### config.mk
export PLATFORM = sky130hd
export DESIGN_NAME = eff_addr_gen
export DESIGN_NICKNAME = d
export VERILOG_FILES = /design/src/rtl/eag_pkg.sv /design/src/rtl/eag_scaler.sv /design/src/rtl/eag_combine.sv /design/src/rtl/eag_outreg.sv /design/src/rtl/eff_addr_gen.sv
export SDC_FILE = /design/constraint.sdc
export NUM_CORES = 1
export LEC_CHECK = 0
export ABC_CLOCK_PERIOD_IN_PS = 3850
export BUFFER_PORTS_ARGS = -buffer_cell sky130_fd_sc_hd__buf_2
export CAP_MARGIN = 25
export CORE_MARGIN = 2
export CORE_UTILIZATION = 40
export CTS_BUF_LIST = sky130_fd_sc_hd__clkbuf_16
export CTS_CLUSTER_SIZE = 14
export DETAILED_ROUTE_END_ITERATION = 8
export RECOVER_POWER = 50
export SLEW_MARGIN = 40
export SYNTH_ARGS = -nofsm -noshare
export SYNTH_HDL_FRONTEND = slang
export SYNTH_HIERARCHICAL = 1
export SYNTH_SLANG_ARGS = --single-unit
### constraint.sdc
create_clock -name clk -period 3.85 [get_ports clk]
set_input_delay 0.1925 -clock clk [delete_from_list [all_inputs] [get_ports clk]]
set_output_delay 0.1925 -clock clk [all_outputs]
set_load 0.05 [all_outputs]
### src/rtl/eag_pkg.sv
package eag_pkg;

    localparam int EAG_XLEN  = 32;
    localparam int EAG_OFF_W = 16;
    localparam int EAG_SZ_W  = 2;

    typedef enum logic [1:0] {
        AM_BASE    = 2'b00,
        AM_INDEXED = 2'b01,
        AM_LITERAL = 2'b10,
        AM_RSVD    = 2'b11
    } am_mode_e;

    typedef struct packed {
        logic add_index;
        logic literal;
        logic illegal;
    } am_ctrl_t;

    function automatic am_ctrl_t am_decode(input am_mode_e m);
        am_ctrl_t c;
        c = '0;
        unique case (m)
            AM_BASE:    c = '0;
            AM_INDEXED: c.add_index = 1'b1;
            AM_LITERAL: c.literal   = 1'b1;
            AM_RSVD:    c.illegal   = 1'b1;
            default:    c.illegal   = 1'b1;
        endcase
        return c;
    endfunction

endpackage

### src/rtl/eag_scaler.sv
module eag_scaler #(
    parameter int XLEN = 32,
    parameter int SZ_W = 2
) (
    input  logic [XLEN-1:0] idx,
    input  logic [SZ_W-1:0] size_code,
    output logic [XLEN-1:0] scaled
);
    localparam int STAGES = SZ_W;

    logic [XLEN-1:0] stage [STAGES+1];

    assign stage[0] = idx;

    for (genvar k = 0; k < STAGES; k++) begin : g_shift
        localparam int AMT = 1 << k;
        assign stage[k+1] = size_code[k] ? (stage[k] << AMT) : stage[k];
    end

    assign scaled = stage[STAGES];
endmodule

### src/rtl/eag_combine.sv
module eag_combine
    import eag_pkg::*;
#(
    parameter int XLEN = 32
) (
    input  am_ctrl_t        ctrl,
    input  logic [XLEN-1:0] base,
    input  logic [XLEN-1:0] off_ext,
    input  logic [XLEN-1:0] idx_scaled,
    output logic [XLEN-1:0] result
);
    logic [XLEN-1:0] idx_term;
    logic [XLEN-1:0] addr_sum;

    always_comb begin
        idx_term = ctrl.add_index ? idx_scaled : '0;
        addr_sum = base + off_ext + idx_term;
        if (ctrl.literal)
            result = off_ext;
        else if (ctrl.illegal)
            result = '0;
        else
            result = addr_sum;
    end
endmodule

### src/rtl/eag_outreg.sv
module eag_outreg
    import eag_pkg::*;
#(
    parameter int XLEN = 32
) (
    input  logic            clk,
    input  logic            rst,
    input  logic            load,
    input  am_ctrl_t        ctrl,
    input  logic [XLEN-1:0] value_d,
    output logic            valid_q,
    output logic [XLEN-1:0] value_q,
    output logic            lit_q,
    output logic            ill_q
);
    always_ff @(posedge clk) begin
        if (rst) begin
            valid_q <= 1'b0;
            value_q <= '0;
            lit_q   <= 1'b0;
            ill_q   <= 1'b0;
        end else begin
            valid_q <= load;
            if (load) begin
                value_q <= value_d;
                lit_q   <= ctrl.literal;
                ill_q   <= ctrl.illegal;
            end
        end
    end
endmodule

### src/rtl/eff_addr_gen.sv
module eff_addr_gen
    import eag_pkg::*;
#(
    parameter int XLEN  = EAG_XLEN,
    parameter int OFF_W = EAG_OFF_W,
    parameter int SZ_W  = EAG_SZ_W
) (
    input  logic             clk,
    input  logic             rst,
    input  logic             in_valid,
    input  logic [1:0]       in_mode,
    input  logic [XLEN-1:0]  in_base,
    input  logic [XLEN-1:0]  in_index,
    input  logic [OFF_W-1:0] in_offset,
    input  logic [SZ_W-1:0]  in_size,
    output logic             out_valid,
    output logic [XLEN-1:0]  out_value,
    output logic             out_is_literal,
    output logic             out_illegal
);
    localparam int EXT_W = XLEN - OFF_W;

    am_ctrl_t        ctrl;
    logic [XLEN-1:0] off_ext;
    logic [XLEN-1:0] idx_scaled;
    logic [XLEN-1:0] result;

    assign ctrl    = am_decode(am_mode_e'(in_mode));
    assign off_ext = {{EXT_W{in_offset[OFF_W-1]}}, in_offset};

    eag_scaler #(.XLEN(XLEN), .SZ_W(SZ_W)) u_scaler (
        .idx       (in_index),
        .size_code (in_size),
        .scaled    (idx_scaled)
    );

    eag_combine #(.XLEN(XLEN)) u_combine (
        .ctrl       (ctrl),
        .base       (in_base),
        .off_ext    (off_ext),
        .idx_scaled (idx_scaled),
        .result     (result)
    );

    eag_outreg #(.XLEN(XLEN)) u_outreg (
        .clk     (clk),
        .rst     (rst),
        .load    (in_valid),
        .ctrl    (ctrl),
        .value_d (result),
        .valid_q (out_valid),
        .value_q (out_value),
        .lit_q   (out_is_literal),
        .ill_q   (out_illegal)
    );
endmodule

==> reports/metrics.csv <==
metric,value,unit
status,"complete, no violations",
Skew-Pair Late Insertion Delay,0.28,ns
Clock Pin Slew Worst Setup and Hold Paths,0.06,ns
H-Tree Depth,2,
cell mode on critical path,fa_1,
# rows,40,
first-pass GRT wire length,21400,microns
yosys warns,6,
sequential fraction of the synthesis area,14.2,%
syn_nets,711,
Final #Nets,826,
Residual DRC,0,
final-report max-slew violation count,0,
Synth Flop Type,dfxtp_1,
setup TNS,0,ns
Core ar.,0.0120,sq mm
largest net degree at the start of global routing,40,
critical path class,in -> reg,
DR vias/cell,5.48,
Crit path required time,3.99,ns
Yosys reg bits,35,
synthesized area,0.00492,sq mm
DP Area,0.00563,sq mm
CP max stage delay,0.48,ns
Port Buf Inserts,121,
Total Power,2.12,mW
CTS tree,built,
"FFs w/ async S/R, synth",0,%
Worst setup EP type,flip-flop,
initial antenna violation count,0,
FF-to-FF setup slack,3.20,ns
"Max stage delay cell, worst path",and2b_2,
filler cell count in the final layout,1249,
drt initial violations,231,
starting density of the core,41.0,%
clk buf depth,2,
Fmax achieved,273,MHz
total grt overflow,0,
n_diodes,0,
worst vdd ir,172,uV
Post-synth EDFFs,0,
crit path max fanout,25,
post-synth top area share,19.3,%
Syn Inst Count,562,
final WL,13100,microns
CP cell instances,"buf_2, and2b_2, and2_1, fa_1, ha_1, fa_1, a21o_1, a221oi_4, o2bb2ai_2, a41oi_2, nor3_1, o2111ai_1, o211ai_1, mux2i_1, nor2_1",
final hold slack,0.287,ns
"area leader, netlist",mux2i_1,
worst clock skew,0,ns
Final Hold Viols,0,
vias in the first global route,4635,
antenna violation net count after detailed routing,0,
Synth Area per Inst,8.75,sq um
Unique masters post-synth,64,
CTS Hold Bufs,0,
Post-CTS Setup Repair Bufs,0,
fraction of layout cells with a size suffix above 1,19.9,%
Pleak,2.74,nW
Die ar.,0.0132,sq mm
Worst Path Arrival,3.80,ns
GP Congestion,0.893,
die width,115,microns
DR pass1 iterations,5,
Least-Margin Pin Slew,0.843,ns
Area growth syn-to-layout,17.0,%
min Tclk post-route,3.66,ns
Clock Sinks,35,
HPWL after DPL,10600,microns
Critical Path Start Type,input pin,
RSZ-0062 raised after global routing,false,
PwrDens,367,mW/mm^2
WP buf/inv,1,
setup violators final,0,
HP Class,in -> reg,
maxcap violations,0,
"top cells by area, synth","mux2i_1 (19%), dfxtp_1 (14%), fa_1 (13%), ha_1 (7.6%), and2_1 (3.9%)",
CTS Buf Count,5,
"most common cell after layout, fill and taps aside",mux2i_1,
WL/cell,15.9,microns
Die Ht,115,microns
family with the most delay on the worst path,compound AO/OA/AOI/OAI gates,
post-route cell area,0.00576,sq mm
slew margin rel.,43.6,%
global-route usage over all layers,19.8,%
Tcrit/Tclk final,95.0,%
IO Pins,122,
"commonest non-fill, non-tap cells in the layout","mux2i_1 (95), buf_2 (87), nor2_1 (51)",
Root Buffer,clkbuf_16,
vias,4518,
[kinds of logic after synthesis]
group / share of synthesized area [%]
adder cells (fa/ha/maj): 20.7
flip-flops: 14.2
buffers and inverters: 5.93
multiplexers: 19.3
AND/OR/NAND/NOR: 17.3
XOR/XNOR: 4.27
AO/OA/AOI/OAI: 18.3
[repair_timing]
action / CTS / global route
hold endpoints to repair: 0 / 0
endpoints found under the setup margin: 0 / 1
gates resized for setup: 0 / 1
[through the flow]
| stage | util [%] | setup slack (ns) | cells |
|---|---|---|---|
| finish | 47.9 | 0.192 | 825 |
| floorplan | - | 0.500 | 562 |
| global route | 47.9 | 0.0271 | 825 |
| global placement | 46.9 | 0.0518 | 817 |
| detailed placement | 46.9 | -0.109 | 817 |
| CTS | 48.3 | 0.172 | 825 |
[layout make-up]
type,count,area (sq um),share of cell area (%)
Multi-Input combinational cell,486,3930,68.3
Timing Repair Buffer,142,753,13.1
Sequential cell,35,701,12.2
Tap cell,147,184,3.19
Clock buffer,5,125,2.17
Clock inverter,3,38.8,0.674
Inverter,7,26.3,0.456
[worst reg2reg max path: stages (launching register included)]
cell and delay (ns):
dfxtp_1 0.32, mux2i_1 0.14, nor2_1 0.06
[synth_stat cells, types with 9 or more instances]
cell      count
nand3_1       9
o21ai_0      31
and2_1       31
xor2_1       12
xnor2_1      12
clkbuf_1     15
a21oi_1      25
nand2_1      47
mux2i_1      95
ha_1         30
dfxtp_1      35
fa_1         32
nor2_1       51
a21o_1       17
[metal layers]
metal / vias up / share of wire [%] / GRT usage (%)
met5: - / 0 / 0
met4: 0 / 0.85 / 3.13
met3: 11 / 4.4 / 2.32
met2: 133 / 52 / 39.5
met1: 2135 / 42 / 22.6
li1: 2239 / - / -
[worst paths after layout]
check / start / depth (start not counted) / end
setup reg to reg: u_outreg/value_q[31] / 2 / u_outreg/value_q[31]
hold / removal: in_mode[0] / 4 / u_outreg/lit_q
setup / recovery: in_mode[1] / 15 / u_outreg/value_q[31]
hold reg to reg: u_outreg/value_q[19] / 2 / u_outreg/value_q[19]
[where the power goes]
part / internal (mW) / switching [mW]
clock network: 0.302 / 0.149
registers: 0.407 / 0.0249
logic: 0.483 / 0.749
total: 1.19 / 0.924
[state kept, by name, indices dropped and copies added (netlist names)]
register          count
u_outreg/valid_q      1
u_outreg/lit_q        1
u_outreg/ill_q        1
u_outreg/value_q     32
Note: power is estimated with default switching activity, not from simulation.
